File: src/rtl/sfd_pkg.sv
package sfd_pkg;

  typedef enum logic [1:0] {
    ST_HUNT,
    ST_DELIM,
    ST_CF0,
    ST_CF1
  } det_state_e;

  typedef enum logic [1:0] {
    RX_IDLE,
    RX_START,
    RX_DATA,
    RX_STOP
  } rx_state_e;

  localparam int NUM_FLAGS = 3;
  localparam int FL_BRK    = 0;
  localparam int FL_CF0    = 1;
  localparam int FL_PBIT   = 2;

endpackage

File: src/rtl/sfd_sync.sv
module sfd_sync #(
  parameter int STAGES = 2
) (
  input  logic clk,
  input  logic rst,
  input  logic d_in,
  output logic d_out
);
  logic [STAGES-1:0] chain_q;

  generate
    for (genvar s = 0; s < STAGES; s++) begin : g_stage
      if (s == 0) begin : g_first
        always_ff @(posedge clk) begin
          if (rst) chain_q[0] <= 1'b1;
          else     chain_q[0] <= d_in;
        end
      end else begin : g_next
        always_ff @(posedge clk) begin
          if (rst) chain_q[s] <= 1'b1;
          else     chain_q[s] <= chain_q[s-1];
        end
      end
    end
  endgenerate

  assign d_out = chain_q[STAGES-1];
endmodule

File: src/rtl/sfd_break_timer.sv
module sfd_break_timer #(
  parameter int LEN_W = 16,
  parameter int PRE_W = 4
) (
  input  logic             clk,
  input  logic             rst,
  input  logic             en,
  input  logic             line,
  input  logic [LEN_W-1:0] brk_len,
  input  logic [PRE_W-1:0] pre_div,
  output logic             hit
);
  logic [PRE_W-1:0] pre_q;
  logic [LEN_W-1:0] unit_q;
  logic             pre_wrap;
  logic             reach;

  assign pre_wrap = (pre_q == pre_div);
  // the unit now completing is the last one needed (length 0 acts as 1)
  assign reach    = ({1'b0, unit_q} + {{LEN_W{1'b0}}, 1'b1}) >= {1'b0, brk_len};
  assign hit      = en && !line && pre_wrap && reach;

  always_ff @(posedge clk) begin
    if (rst || !en || line) begin
      pre_q  <= '0;
      unit_q <= '0;
    end else if (pre_wrap) begin
      pre_q  <= '0;
      unit_q <= reach ? unit_q : unit_q + 1'b1;
    end else begin
      pre_q  <= pre_q + 1'b1;
    end
  end
endmodule

File: src/rtl/sfd_char_rx.sv
module sfd_char_rx
  import sfd_pkg::*;
#(
  parameter int OVS     = 16,
  parameter int FIELD_W = 8
) (
  input  logic               clk,
  input  logic               rst,
  input  logic               en,
  input  logic               tick,
  input  logic               line,
  output logic               valid,
  output logic [FIELD_W-1:0] data,
  output logic               stop_ok
);
  localparam int CW   = $clog2(OVS);
  localparam int IW   = (FIELD_W > 1) ? $clog2(FIELD_W) : 1;
  localparam int HALF = OVS / 2 - 1;

  rx_state_e          st_q;
  logic [CW-1:0]      cnt_q;
  logic [IW-1:0]      idx_q;
  logic [FIELD_W-1:0] shift_q;

  always_ff @(posedge clk) begin
    if (rst || !en) begin
      st_q    <= RX_IDLE;
      cnt_q   <= '0;
      idx_q   <= '0;
      shift_q <= '0;
      valid   <= 1'b0;
      data    <= '0;
      stop_ok <= 1'b0;
    end else begin
      valid <= 1'b0;
      unique case (st_q)
        RX_IDLE: begin
          cnt_q <= '0;
          idx_q <= '0;
          if (!line) st_q <= RX_START;
        end
        RX_START: if (tick) begin
          if (cnt_q == CW'(HALF)) begin
            cnt_q <= '0;
            st_q  <= line ? RX_IDLE : RX_DATA;
          end else begin
            cnt_q <= cnt_q + 1'b1;
          end
        end
        RX_DATA: if (tick) begin
          if (cnt_q == CW'(OVS - 1)) begin
            cnt_q   <= '0;
            shift_q <= {line, shift_q[FIELD_W-1:1]};
            if (idx_q == IW'(FIELD_W - 1)) st_q <= RX_STOP;
            else                           idx_q <= idx_q + 1'b1;
          end else begin
            cnt_q <= cnt_q + 1'b1;
          end
        end
        RX_STOP: if (tick) begin
          if (cnt_q == CW'(OVS - 1)) begin
            valid   <= 1'b1;
            data    <= shift_q;
            stop_ok <= line;
            st_q    <= RX_IDLE;
          end else begin
            cnt_q <= cnt_q + 1'b1;
          end
        end
        default: st_q <= RX_IDLE;
      endcase
    end
  end
endmodule

File: src/rtl/sfd_cf1_judge.sv
module sfd_cf1_judge #(
  parameter int FIELD_W = 8,
  parameter int SEL_W   = 3
) (
  input  logic [FIELD_W-1:0] rx_byte,
  input  logic [FIELD_W-1:0] pri,
  input  logic [FIELD_W-1:0] sec,
  input  logic [1:0]         mode,
  input  logic               pb_en,
  input  logic [SEL_W-1:0]   pb_sel,
  output logic               full_hit,
  output logic               pb_hit
);
  logic [FIELD_W-1:0] eq_pri;
  logic [FIELD_W-1:0] eq_sec;

  generate
    for (genvar b = 0; b < FIELD_W; b++) begin : g_bit
      assign eq_pri[b] = (rx_byte[b] == pri[b]);
      assign eq_sec[b] = (rx_byte[b] == sec[b]);
    end
  endgenerate

  always_comb begin
    full_hit = &eq_pri;
    if (mode != 2'b00) full_hit = full_hit || (&eq_sec);
    pb_hit = 1'b0;
    if (pb_en && (32'(pb_sel) < FIELD_W)) pb_hit = eq_pri[pb_sel];
  end
endmodule

File: src/rtl/frame_start_detect.sv
module frame_start_detect
  import sfd_pkg::*;
#(
  parameter int LEN_W   = 16,
  parameter int PRE_W   = 4,
  parameter int FIELD_W = 8,
  parameter int SEL_W   = $clog2(FIELD_W),
  parameter int OVS     = 16,
  parameter int SYNC_N  = 2
) (
  input  logic               clk,
  input  logic               rst,
  input  logic               rx_in,
  input  logic               os_tick,
  input  logic [LEN_W-1:0]   brk_len,
  input  logic [PRE_W-1:0]   pre_div,
  input  logic [FIELD_W-1:0] cf0_cmp,
  input  logic [FIELD_W-1:0] cf1_pri,
  input  logic [FIELD_W-1:0] cf1_sec,
  input  logic [1:0]         cf1_mode,
  input  logic               pbit_en,
  input  logic [SEL_W-1:0]   pbit_sel,
  input  logic               ien_brk,
  input  logic               ien_cf0,
  input  logic               ien_pbit,
  input  logic               clr_brk,
  input  logic               clr_cf0,
  input  logic               clr_pbit,
  output logic               flag_brk,
  output logic               flag_cf0,
  output logic               flag_pbit,
  output logic               irq_brk,
  output logic               irq_cf0,
  output logic               irq_pbit,
  output logic               info_start,
  output logic               hunt_active
);
  det_state_e st_q, st_d;
  logic               rx_s;
  logic               brk_hit;
  logic               ch_valid;
  logic [FIELD_W-1:0] ch_data;
  logic               ch_ok;
  logic               full_hit;
  logic               pb_hit;
  logic               rx_en;
  logic               good_ch;
  logic               info_d;

  logic [NUM_FLAGS-1:0] set_v, clr_v, en_v, flag_q, flag_d, irq_q;

  sfd_sync #(.STAGES(SYNC_N)) u_sync (
    .clk(clk), .rst(rst), .d_in(rx_in), .d_out(rx_s)
  );

  sfd_break_timer #(.LEN_W(LEN_W), .PRE_W(PRE_W)) u_timer (
    .clk(clk), .rst(rst), .en(st_q == ST_HUNT), .line(rx_s),
    .brk_len(brk_len), .pre_div(pre_div), .hit(brk_hit)
  );

  assign rx_en = (st_q == ST_CF0) || (st_q == ST_CF1);

  sfd_char_rx #(.OVS(OVS), .FIELD_W(FIELD_W)) u_rx (
    .clk(clk), .rst(rst), .en(rx_en), .tick(os_tick), .line(rx_s),
    .valid(ch_valid), .data(ch_data), .stop_ok(ch_ok)
  );

  sfd_cf1_judge #(.FIELD_W(FIELD_W), .SEL_W(SEL_W)) u_judge (
    .rx_byte(ch_data), .pri(cf1_pri), .sec(cf1_sec), .mode(cf1_mode),
    .pb_en(pbit_en), .pb_sel(pbit_sel), .full_hit(full_hit), .pb_hit(pb_hit)
  );

  assign good_ch = ch_valid && ch_ok;

  always_comb begin
    st_d   = st_q;
    info_d = 1'b0;
    set_v  = '0;
    unique case (st_q)
      ST_HUNT: if (brk_hit) begin
        st_d          = ST_DELIM;
        set_v[FL_BRK] = 1'b1;
      end
      ST_DELIM: if (rx_s) st_d = ST_CF0;
      ST_CF0: if (ch_valid) begin
        if (ch_ok && (ch_data == cf0_cmp)) begin
          st_d          = ST_CF1;
          set_v[FL_CF0] = 1'b1;
        end else begin
          st_d = ST_HUNT;
        end
      end
      ST_CF1: if (ch_valid) begin
        st_d           = ST_HUNT;
        info_d         = good_ch && (full_hit || pb_hit);
        set_v[FL_PBIT] = good_ch && pb_hit;
      end
      default: st_d = ST_HUNT;
    endcase
  end

  assign clr_v = {clr_pbit, clr_cf0, clr_brk};
  assign en_v  = {ien_pbit, ien_cf0, ien_brk};

  generate
    for (genvar f = 0; f < NUM_FLAGS; f++) begin : g_flag
      assign flag_d[f] = set_v[f] | (flag_q[f] & ~clr_v[f]);
      always_ff @(posedge clk) begin
        if (rst) begin
          flag_q[f] <= 1'b0;
          irq_q[f]  <= 1'b0;
        end else begin
          flag_q[f] <= flag_d[f];
          irq_q[f]  <= flag_d[f] & en_v[f];
        end
      end
    end
  endgenerate

  always_ff @(posedge clk) begin
    if (rst) begin
      st_q       <= ST_HUNT;
      info_start <= 1'b0;
    end else begin
      st_q       <= st_d;
      info_start <= info_d;
    end
  end

  assign hunt_active = (st_q == ST_HUNT);
  assign flag_brk    = flag_q[FL_BRK];
  assign flag_cf0    = flag_q[FL_CF0];
  assign flag_pbit   = flag_q[FL_PBIT];
  assign irq_brk     = irq_q[FL_BRK];
  assign irq_cf0     = irq_q[FL_CF0];
  assign irq_pbit    = irq_q[FL_PBIT];
endmodule

File: config.mk
export PLATFORM = sky130hd
export DESIGN_NAME = frame_start_detect
export DESIGN_NICKNAME = d
export VERILOG_FILES = /design/src/rtl/sfd_pkg.sv /design/src/rtl/sfd_sync.sv /design/src/rtl/sfd_break_timer.sv /design/src/rtl/sfd_char_rx.sv /design/src/rtl/sfd_cf1_judge.sv /design/src/rtl/frame_start_detect.sv
export SDC_FILE = /design/constraint.sdc
export NUM_CORES = 1
export LEC_CHECK = 0
export ABC_AREA = 1
export BUFFER_PORTS_ARGS = -buffer_cell sky130_fd_sc_hd__buf_2
export CAP_MARGIN = 15
export CELL_PAD_IN_SITES_DETAIL_PLACEMENT = 0
export CELL_PAD_IN_SITES_GLOBAL_PLACEMENT = 1
export CORE_AREA = 4 4 96 98
export DETAILED_ROUTE_END_ITERATION = 8
export DIE_AREA = 0 0 100 102
export PLACE_DENSITY_LB_ADDON = 0.1
export RECOVER_POWER = 100
export SLEW_MARGIN = 5
export SYNTH_ARGS = -nofsm -noshare
export SYNTH_HDL_FRONTEND = slang
export SYNTH_SLANG_ARGS = --single-unit
File: constraint.sdc
create_clock -name clk -period 4.5 [get_ports clk]
set_input_delay 1.125 -clock clk [delete_from_list [all_inputs] [get_ports clk]]
set_output_delay 1.125 -clock clk [all_outputs]
set_load 0.02 [all_outputs]
# Yosys cells after proc, flatten, opt, wreduce, memory -nomap -nowiden
# Cells that the tools add are included.
# op_classes
n_mul	0
reduce_logical	32
n_eq_ne	41
n_mux	39
addsub	5
div	0
shifts	0
magnitude_cmp	2
n_bitwise	17
# op_table
cell	n
$mux W2	14
$mux W4	6
$reduce_and A8 Y1	3
$add A16 B1 Y17 const B	1
$ge A17 B16 Y1	1
$add A16 B1 Y16 const B	1
$eq A1 B1 Y1	16
$pmux W2 S4	2
$pmux W4 S4	1
$ne A2 B1 Y1 const B	7
$ne A2 B2 Y1 const B	7
$reduce_and A4 Y1	3
$mux W1	11
$mux W3	3
$add A4 B1 Y4 const B	2
$eq A2 B2 Y1 const B	4
$eq A8 B8 Y1	1
$not A1 Y1	8
$logic_and A1 B1 Y1	7
$and A1 B1 Y1	6
$logic_or A1 B1 Y1	6
$pmux W3 S2	1
$reduce_and A3 Y1	2
$reduce_or A3 Y1	2
other kinds (14)	21
# totals
rom_bits	0
memories	0
ramBits	0
output_inout_bits	8
latch_bits	0
elab_cells	155
input_bits	60
reg_bits	58

# Longest topological paths before layout
# logic_depth
depth_word	9
depth_mapped	21
depth_no_buf	21

# Modules after synthesis
# From an unflattened synthesis, not the netlist that was laid out.
# hier_totals
cells_unflattened	594
area_unflattened_um2	3900.0
# modules_own_cells
module	cells_each	instances	seq_area_each_um2	area_per_inst_um2
sfd_break_timer	281	1	400.4	1806.7
sfd_char_rx	159	1	540.5	1162.4
frame_start_detect	72	1	180.2	513.0
sfd_cf1_judge	75	1	0.0	359.1
sfd_sync	7	1	40.0	58.8

# Worst setup path before layout
# Ideal clock, no wire load.
# synth_timing
kind	input to register
from	in brk_len[8]
to	reg u_timer.unit_q[10]
path_buffers	1
stages	12
arrival_time_ps	2361
required_time_ps	4377
slack_ps	2016
setup_ps	123
cell_sequence	inv_1 -> ha_1 -> nand2_1 -> nor2_1 -> nand2_1 -> o21ai_0 -> nand2_1 -> nand3_4 -> nor2_4 -> buf_6 -> o21ai_2 -> a21oi_2
# synth_between
elab_chain_cells	3
# synth_rtl
item	line	text
from (decl)	frame_start_detect.sv:15	input logic [LEN_W-1:0] brk_len,
$ge A17 B16 Y1	sfd_break_timer.sv:20	assign reach = ({1'b0, unit_q} + {{LEN_W{1'b0}}, 1'b1}) >= {1'b0, brk_len};
$not A1 Y1 (no source line)	-	
$reduce_and A2 Y1 (no source line)	-	
to (signal assigned)	sfd_break_timer.sv:29	unit_q <= reach ? unit_q : unit_q + 1'b1;
to (decl)	sfd_break_timer.sv:14	logic [LEN_W-1:0] unit_q;
# Every way passes these cells.
# A chain may end at the register's enable or synchronous reset.

# Worst setup path after layout
# layout_timing
from	reg u_timer.unit_q[0]
to	reg u_timer.unit_q[7]
# layout_between
elab_chain_cells	4
elab_cells_between_ends	5
classes_between	add/sub: 2; order compare: 1; bitwise: 1; reduce/logical: 1
# layout_rtl
item	line
$add A16 B1 Y17	sfd_break_timer.sv:20
$ge A17 B16 Y1	sfd_break_timer.sv:20
$not A1 Y1 (no source line)	-
$reduce_and A2 Y1 (no source line)	-
# Several ways; a longest one is shown, not always the timed one.

==> metrics.txt <==
top cell type's share of synthesized area=0.332; Remaining DRCs=0; CTS max path bufs=2; Slew HR=-0.156; nets@finish=645; Crit-path slowest cell=nand2_1; CTS tree=built; Synth Area per Inst=7.10 um2; DRT antenna net count=0; HPWL after DPL=approximately 6500 um; largest net degree at the start of global routing=22; Synth-to-Final Area Change=17.9%; vias=3196; Distinct cells, synth=40; Async S/R FF share, synth=0; Slew Limit Fails=18; most used routing layer=met2; initial DRC count=80; Synth Warn #=0; vias in the first global route=3028; PwrDens=285 mW/mm2; failing checks=max-capacitance violations, max-slew violations; EDFF count, synth=0; status=complete, but fails checks; Commonest cells post-synth=nand2_1 (79), nor2_1 (74), inv_1 (72); Req. time, crit path=roughly 4.8 ns; slowest stage delay, CP=roughly 0.46 ns; max-cap viol count=1; min Tclk post-route=3.34 ns; Antenna diodes=0; CTS buffer count=9; GRT Overall Usage=0.164; Post-CTS Hold Fix Bufs=0; PortBufs=67; die height=102 um; Die Span X=100 um; VDD IR max=approximately 0.00018 V; #FFs+latches synth=58; Via density=4.72; area leader, netlist=dfxtp_1; Worst-path clk slew=0.07 ns; core area=0.00847 mm2; Clock Skew=0.0120 ns; Routed WL per cell=11.7 um; Worst-Skew Late Latency=0.34 ns; Worst setup SP type=register; initial antenna violation count=0; H-tree depth=3; Setup violations, final=0; CP Class=register to register; num rows=34; ys flop type=dfxtp_1; Worst Hold Class=register to register; Critical Path AT=3.61 ns; first-pass GRT wire length=~13000 um; mapped cell area=0.00349 mm2; RePlAce Congestion=0.799; met1 GRT Util=0.197; post-CTS setup buffer count=0; CP Capture Type=register; Most Frequent Cell on Critical Path=nand2_1; final cycle utilization of the critical path=0.743; Initial Util=0.413; sequential area share after synthesis=0.332; clock sink count=58; CP max FO=19; Post-Synthesis Cells=492; RSZ-0062 raised after global routing=false; Detailed Route WL=between 7000 and 8000 um; worst path cell trace=ha_1 -> nand3_1 -> inv_1 -> nand2_1 -> nor2_1 -> xnor2_1 -> inv_1 -> ha_1 -> nand2_1 -> nor2_1 -> nand2_1 -> o21ai_0 -> nand2_1 -> nand3_1 -> clkinv_1 -> nand2_1 -> o21ai_0 -> a21oi_1; setup TNS=0 ns; Fillers=890; grt met2 use=0.280; I/O pin cnt=68; top cells by area, synth=dfxtp_1 (33%), nand2_1 (8.5%), nor2_1 (8.0%); Syn Nets=~570; final hold viol count=0; Leak Pwr=between 1.5 and 2 nW; pre-CTS WS=1.61 ns; met3 GRT Util=0.0382; total power=1.17 mW; total grt overflow=0; share of layout cells above drive strength 1=0.165; DR pass1 iterations=4; Hold WS=between 0.4 and 0.5 ns; Max Fclk=299 MHz; fin worst setup slack=about 1.2 ns; slew of the pin with the lowest slew margin=approximately 1.7 ns; Root Driver=clkbuf_8; post-cts resize count=0; die area=around 0.01 mm2; most frequent cell after synthesis=nand2_1
-- power breakdown --
| part | internal (mW) | switching [mW] |
|---|---|---|
| combinational | 0.0359 | 0.0365 |
| sequential | 0.515 | 0.00134 |
| clock | 0.367 | 0.216 |
| total | 0.918 | 0.254 |
-- flip-flops by register name, indices dropped and copies added, names as in the netlist, named ones only --
register and count:
flag_pbit 1, irq_brk 1, irq_cf0 1, flag_brk 1, u_rx.st_q 1, u_rx.cnt_q 4
u_sync.chain_q 1, u_timer.pre_q 4, u_rx.idx_q 3, info_start 1, u_rx.stop_ok 1, u_timer.unit_q 16
u_rx.valid 1, flag_cf0 1, u_sync.d_out 1, u_rx.shift_q 8, u_rx.data 8, st_q 2
irq_pbit 1
-- worst max-delay path: cells and delay by family, from the launching register on --
| family | cells | cell delay, ns |
|---|---|---|
| adders and majority gates | 2 | 0.51 |
| AOI/OAI and AO/OA | 3 | 0.50 |
| buffers and inverters | 3 | 0.29 |
| DFF | 1 | 0.39 |
| and+or+nand+nor | 9 | 1.40 |
| xor gates and xnor gates | 1 | 0.19 |
-- path summary, 6_finish.rpt --
| kind | startpoint | end | slack (ns) | depth (start not counted) |
|---|---|---|---|---|
| min | u_sync.chain_q[0] | u_sync.d_out | 0.42 | 1 |
| max reg2reg | u_timer.unit_q[0] | u_timer.unit_q[7] | 1.16 | 18 |
| min reg2reg | u_sync.chain_q[0] | u_sync.d_out | 0.42 | 1 |
| max | u_timer.unit_q[0] | u_timer.unit_q[7] | 1.16 | 18 |
-- final cells by class --
| type | count | area, um2 | area share |
|---|---|---|---|
| tap | 108 | 135 | 0.0328 |
| timing repair buffer | 68 | 327 | 0.0793 |
| inverter | 75 | 282 | 0.0683 |
| clock buffer | 9 | 124 | 0.0301 |
| clock inverter | 7 | 118 | 0.0286 |
| sequential | 58 | 1160 | 0.282 |
| multi-input combinational | 352 | 1970 | 0.479 |
-- kinds of logic after synthesis --
group,count (synthesis),share of synthesized area
fa+ha+maj,21,0.0752
flops,58,0.332
compound gates,78,0.127
xor+xnor,37,0.0928
simple gates,216,0.280
buf+inv,82,0.0931
-- stage by stage --
stage | util | area, um2 | cells
floorplan | - | 3490 | 492
global placement | 0.464 | 3930 | 661
detailed placement | 0.464 | 3930 | 661
CTS | 0.492 | 4170 | 677
global route | 0.487 | 4120 | 677
finish | 0.487 | 4120 | 677
-- cells in the final DEF (no fill, tap or decap), types with 21 or more instances in the layout --
master   count
a21oi_1     29
buf_2       57
dfxtp_1     58
ha_1        21
inv_1       73
nand2_1     81
nand3_1     24
nor2_1      75
o21ai_0     31
xor2_1      27
-- per-layer routing --
layer / up-vias / wire, um
met1: 1422 / 3600
met2: 46 / 3910
met3: 14 / 281
met4: 0 / 153
li1: 1714 / -
met5: - / 0
Note: power is estimated with default switching activity, not from simulation.
